[src/rtl/acs_pkg.sv]
package acs_pkg;
  localparam int METRIC_W = 16;

  typedef logic signed [METRIC_W-1:0] metric_t;

  localparam metric_t METRIC_MAX = {1'b0, {(METRIC_W-1){1'b1}}};
  localparam metric_t METRIC_MIN = {1'b1, {(METRIC_W-1){1'b0}}};

  // Saturating signed add.
  function automatic metric_t sat_add(metric_t a, metric_t b);
    logic [METRIC_W:0] s;
    s = {a[METRIC_W-1], a} + {b[METRIC_W-1], b};
    if (s[METRIC_W] != s[METRIC_W-1])
      return s[METRIC_W] ? METRIC_MIN : METRIC_MAX;
    return metric_t'(s[METRIC_W-1:0]);
  endfunction

  // Saturating signed subtract.
  function automatic metric_t sat_sub(metric_t a, metric_t b);
    logic [METRIC_W:0] s;
    s = {a[METRIC_W-1], a} - {b[METRIC_W-1], b};
    if (s[METRIC_W] != s[METRIC_W-1])
      return s[METRIC_W] ? METRIC_MIN : METRIC_MAX;
    return metric_t'(s[METRIC_W-1:0]);
  endfunction
endpackage

[src/rtl/acs_butterfly.sv]
module acs_butterfly
  import acs_pkg::*;
(
  input  metric_t m_even,
  input  metric_t m_odd,
  input  metric_t bm,
  output metric_t new_lo,
  output metric_t new_hi,
  output logic    dec_lo,
  output logic    dec_hi
);
  metric_t even_plus, odd_minus, even_minus, odd_plus;

  always_comb begin
    even_plus  = sat_add(m_even, bm);
    odd_minus  = sat_sub(m_odd, bm);
    even_minus = sat_sub(m_even, bm);
    odd_plus   = sat_add(m_odd, bm);
  end

  // Ties go to the even predecessor.
  always_comb begin
    dec_lo = (even_plus >= odd_minus);
    dec_hi = (even_minus >= odd_plus);
    new_lo = dec_lo ? even_plus : odd_minus;
    new_hi = dec_hi ? even_minus : odd_plus;
  end
endmodule

[src/rtl/acs_handshake.sv]
module acs_handshake (
  input  logic clk,
  input  logic rst_n,
  input  logic in_valid,
  input  logic out_ready,
  output logic in_ready,
  output logic step_accept,
  output logic out_valid
);
  logic valid_d;

  always_comb begin
    in_ready    = !out_valid || out_ready;
    step_accept = in_valid && in_ready;
    valid_d     = out_valid;
    if (step_accept)
      valid_d = 1'b1;
    else if (out_ready)
      valid_d = 1'b0;
  end

  always_ff @(posedge clk or negedge rst_n) begin
    if (!rst_n)
      out_valid <= 1'b0;
    else
      out_valid <= valid_d;
  end
endmodule

[src/rtl/acs_state_bank.sv]
module acs_state_bank
  import acs_pkg::*;
#(
  parameter int      NUM_STATES = 16,
  parameter metric_t INIT_LOW   = -16'sd16384,
  localparam int     FLAT_W     = NUM_STATES * METRIC_W
) (
  input  logic                  clk,
  input  logic                  rst_n,
  input  logic                  load_en,
  input  logic [FLAT_W-1:0]     metrics_d,
  input  logic [NUM_STATES-1:0] dec_d,
  output logic [FLAT_W-1:0]     metrics_q,
  output logic [NUM_STATES-1:0] dec_q
);
  for (genvar s = 0; s < NUM_STATES; s++) begin : g_state
    localparam metric_t RST_VAL = (s == 0) ? metric_t'(0) : INIT_LOW;

    always_ff @(posedge clk or negedge rst_n) begin
      if (!rst_n) begin
        metrics_q[s*METRIC_W +: METRIC_W] <= RST_VAL;
        dec_q[s]                          <= 1'b0;
      end else if (load_en) begin
        metrics_q[s*METRIC_W +: METRIC_W] <= metrics_d[s*METRIC_W +: METRIC_W];
        dec_q[s]                          <= dec_d[s];
      end
    end
  end
endmodule

[src/rtl/viterbi_acs_array.sv]
module viterbi_acs_array
  import acs_pkg::*;
#(
  parameter int      NUM_STATES = 16,
  parameter metric_t INIT_LOW   = -16'sd16384,
  localparam int     NUM_BFLY   = NUM_STATES / 2,
  localparam int     SM_W       = NUM_STATES * METRIC_W,
  localparam int     BM_W       = NUM_BFLY * METRIC_W
) (
  input  logic                  clk,
  input  logic                  rst_n,
  input  logic                  in_valid,
  output logic                  in_ready,
  input  logic [BM_W-1:0]       branch_metrics,
  output logic                  out_valid,
  input  logic                  out_ready,
  output logic [SM_W-1:0]       state_metrics,
  output logic [NUM_STATES-1:0] decisions
);
  logic                  step_accept;
  logic [SM_W-1:0]       metrics_next;
  logic [NUM_STATES-1:0] dec_next;

  acs_handshake u_hs (
    .clk        (clk),
    .rst_n      (rst_n),
    .in_valid   (in_valid),
    .out_ready  (out_ready),
    .in_ready   (in_ready),
    .step_accept(step_accept),
    .out_valid  (out_valid)
  );

  // Predecessors 2i and 2i+1 feed new states i and i+NUM_BFLY.
  for (genvar i = 0; i < NUM_BFLY; i++) begin : g_bfly
    acs_butterfly u_bf (
      .m_even(metric_t'(state_metrics[(2*i)*METRIC_W +: METRIC_W])),
      .m_odd (metric_t'(state_metrics[(2*i+1)*METRIC_W +: METRIC_W])),
      .bm    (metric_t'(branch_metrics[i*METRIC_W +: METRIC_W])),
      .new_lo(metrics_next[i*METRIC_W +: METRIC_W]),
      .new_hi(metrics_next[(i+NUM_BFLY)*METRIC_W +: METRIC_W]),
      .dec_lo(dec_next[i]),
      .dec_hi(dec_next[i+NUM_BFLY])
    );
  end

  acs_state_bank #(
    .NUM_STATES(NUM_STATES),
    .INIT_LOW  (INIT_LOW)
  ) u_bank (
    .clk      (clk),
    .rst_n    (rst_n),
    .load_en  (step_accept),
    .metrics_d(metrics_next),
    .dec_d    (dec_next),
    .metrics_q(state_metrics),
    .dec_q    (decisions)
  );
endmodule

[config.mk]
export PLATFORM = sky130hd
export DESIGN_NAME = viterbi_acs_array
export DESIGN_NICKNAME = d
export VERILOG_FILES = /design/src/rtl/acs_pkg.sv /design/src/rtl/acs_butterfly.sv /design/src/rtl/acs_handshake.sv /design/src/rtl/acs_state_bank.sv /design/src/rtl/viterbi_acs_array.sv
export SDC_FILE = /design/constraint.sdc
export NUM_CORES = 2
export LEC_CHECK = 0
export ABC_AREA = 0
export BUFFER_PORTS_ARGS = -buffer_cell sky130_fd_sc_hd__buf_2
export CORE_AREA = 2 2 293 295
export DETAILED_ROUTE_END_ITERATION = 6
export DIE_AREA = 0 0 295 297
export HOLD_SLACK_MARGIN = 0.12
export MAX_ROUTING_LAYER = met4
export PLACE_DENSITY = 0.9
export RECOVER_POWER = 100
export SYNTH_ARGS = -nofsm -noshare
export SYNTH_HDL_FRONTEND = slang
export SYNTH_HIERARCHICAL = 1
export SYNTH_SLANG_ARGS = --single-unit
[constraint.sdc]
create_clock -name clk -period 8.3 [get_ports clk]
set_input_delay 0 -clock clk [delete_from_list [all_inputs] [get_ports clk]]
set_output_delay 0 -clock clk [all_outputs]
set_load 0.1 [all_outputs]
==> summary.md <==
| Metric | Value |
|---|---|
| DRT iter0 DRCs | `4542` |
| Cell area after synthesis | `51000 um2` |
| Post-cts sizing count | `0` |
| Final routed DRC violation total | `1` |
| FF+latch area | `6870 um2` |
| Final TNS setup | `0 ns` |
| DR top layer | `met4` |
| # rows | `107` |
| Max-cap viol count | `10` |
| Crit end category | `register` |
| Clock transition at path regs | `0.06 ns` |
| Final period util | `0.944` |
| # fillers | `7562` |
| Count of final hold-check violations | `0` |
| Area of the core | `84500 um2` |
| Antenna violations before repair | `10` |
| Syn_nets | `7273` |
| DR pass1 iterations | `7` |
| Outcome | `complete, but fails checks` |
| F_max | `0.128 GHz` |
| Synth async-reset ratio | `1.00` |
| Post-synthesis sequential area ratio | `0.135` |
| Area of the multi-input gates | `39900 um2` |
| Hold Crit Class | `in -> reg` |
| Clock Skews | `0.0265 ns` |
| Vias in the first global route | `47300` |
| Startpoint Class | `register` |
| Clock Tree Buf Depth | `3` |
| Final setup fails | `0` |
| Drt total wl | `182000 um` |
| Synth area leaders | `ha_1 (20%), dfrtp_1 (12%), mux2_2 (6.1%)` |
| Top Ports | `406` |
| Postcts setup bufs | `0` |
| Clk_lat worst skew | `0.61 ns` |
| Vias per inst | `6.54` |
| Most frequent cell after synthesis | `ha_1` |
| Synthesis Warnings | `6` |
| Global route total overflow | `0` |
| Failing checks | `DRC, capacitance limit, slew limit` |
| Synth cell count leaders | `ha_1 (816), a21oi_1 (585), inv_1 (538), nor2_1 (405), xnor2_1 (292)` |
| CTS tree | `done` |
| Vias post-DR | `49800` |
| # nets final | `7407` |
| DR WL met3 | `15500 um` |
| H-Tree Depth | `2` |
| Slew Viols, Final | `351` |
| Final GP Congestion | `1.11` |
| Req. time, crit path | `8.77 ns` |
| Post-synth EDFFs | `0` |
| Share of layout cells above drive strength 1 | `0.107` |
| First-pass GRT wire length | `275000 um` |
| CP arrival | `8.31 ns` |
| Main synth FF type | `dfrtp_1` |
| Antenna Violating Nets Remaining | `0` |
| Die Ht | `297 um` |
| Post-DP HPWL | `149000 um` |
| Seq cells post-synth | `273` |
| Synth top area share | `0.200` |
| Initial core utilization | `0.604` |
| Syn Inst Count | `6293` |
| CTS buffer count | `35` |
| Setup repair after global routing missed its margin | `false` |
| WL met2 | `79800 um` |
| Syn Area/Cell | `8.11 um2` |
| Clk sinks | `273` |
| Full die area | `87600 um2` |
| Die W | `295 um` |
| Crit path kind | `reg -> reg` |
| Cell taking the most area after synthesis | `ha_1` |
| WL per Instance | `23.9 um` |
| Critical Path Fanout Max | `18` |
| Worst slew pin tran | `5.93 ns` |
| CTS Root Cell | `clkbuf_16` |
| Minimum clock period | `7.83 ns` |
| Gr usage total | `0.410` |
| Area Growth Syn to Fin | `4.75%` |
| Largest net degree at the start of global routing | `120` |
| Relative slew slack | `-2.95` |
| Synth unique cells | `118` |
| IO buf count | `405` |
| Met1 Routed Length | `74700 um` |
==> area by class of cell <==
cell class              instances  area share
clock buffers                  49      0.0189
clock inverters                15     0.00330
flip-flops and latches        273       0.129
multi-input cells            5111       0.747
repair buffers                434      0.0353
inverters                     572      0.0402
well taps                    1144      0.0268
diodes                          8    0.000375
==> layer usage <==
layer / up-vias / GRT usage
met5: - / -
met4: 0 / 0.223
met3: 551 / 0.0604
met2: 2429 / 0.626
met1: 23700 / 0.520
li1: 23100 / -
==> critical path, cell delays in order (launching register included) <==
cell and delay (ns):
dfrtp_1 0.39, inv_1 0.06, ha_1 0.22, fa_1 0.41
nor2b_1 0.19, o31ai_1 0.16, a211oi_1 0.44, o21ai_0 0.23
and2_0 0.22, or2_2 0.28, ha_1 0.52, a211oi_1 1.56
a211oi_1 0.25, ha_1 0.43, nand4_1 0.20, nor4_4 0.40
a21oi_1 0.12, mux2_1 0.36, a21oi_4 0.60, mux2_2 0.40
mux2_4 0.25
==> state kept, by name, indices dropped and copies added (netlist names) <==
signal            flops
u_hs/out_valid        1
u_bank/dec_q         16
u_bank/metrics_q    256
==> layout by cell type, fill, tap and decap left out, types with 34 or more instances in the layout <==
cell / instances
mux2i_1: 105
o21a_1: 145
o21ai_1: 57
xor2_1: 64
mux2_1: 69
nand2_1: 260
nand4_1: 63
o31ai_1: 90
clkbuf_16: 36
buf_2: 130
a211oi_1: 70
xnor2_1: 292
nor3_1: 112
nor2b_1: 130
nor2_1: 405
a21oi_1: 589
mux2_2: 259
mux2_4: 34
ha_1: 816
and2_1: 34
or2_2: 40
a31oi_1: 67
a21o_1: 123
nor4_1: 46
nand3_1: 73
dfrtp_1: 243
clkbuf_1: 289
o21ai_0: 301
nand2b_1: 130
o21bai_1: 48
inv_1: 539
o211ai_1: 108
==> per-stage QoR <==
| stage | instances | instance area (um2) | utilization | hold slack, ns | setup slack [ns] |
|---|---|---|---|---|---|
| floorplan | 6293 | 51000 | - | -0.296 | 1.96 |
| global placement | 7529 | 53000 | 0.627 | 0.0943 | 1.08 |
| CTS | 7598 | 54200 | 0.642 | 0.178 | 0.928 |
| detailed placement | 7529 | 53000 | 0.627 | 0.114 | 1.01 |
| finish | 7606 | 53500 | 0.633 | 0.178 | 0.466 |
| global route | 7604 | 53400 | 0.633 | 0.255 | 0.158 |
==> repair_timing <==
item | in CTS | in global routing
hold endpoints to repair | 96 | 0
hold buffers | 5 | 0
setup endpoints to repair | 0 | 0
==> path summary, 6_finish.rpt <==
check                                startpoint                    end  slack (ns)  cells past startpoint
min                         branch_metrics[113]  u_bank/metrics_q[241]        0.18                      5
max reg2reg                u_bank/metrics_q[16]    u_bank/metrics_q[0]        0.47                     20
max in group asynchronous                 rst_n  u_bank/metrics_q[196]        1.38                      4
max                        u_bank/metrics_q[16]    u_bank/metrics_q[0]        0.47                     20
min reg2reg                     u_bank/dec_q[2]        u_bank/dec_q[2]        0.51                      1
min in group asynchronous                 rst_n   u_bank/metrics_q[38]        2.82                      3
==> cell families after synthesis <==
group | Yosys count | synth area share
DFF | 273 | 0.135
buffers and inverters | 909 | 0.0759
AOI/OAI and AO/OA | 1991 | 0.264
and+or+nand+nor | 1449 | 0.145
adders and majority gates | 848 | 0.213
xor gates and xnor gates | 356 | 0.0611
muxes | 467 | 0.107
Power is not shown: default switching activity piles up to over one toggle a cycle in this logic, so the estimate is an artifact.
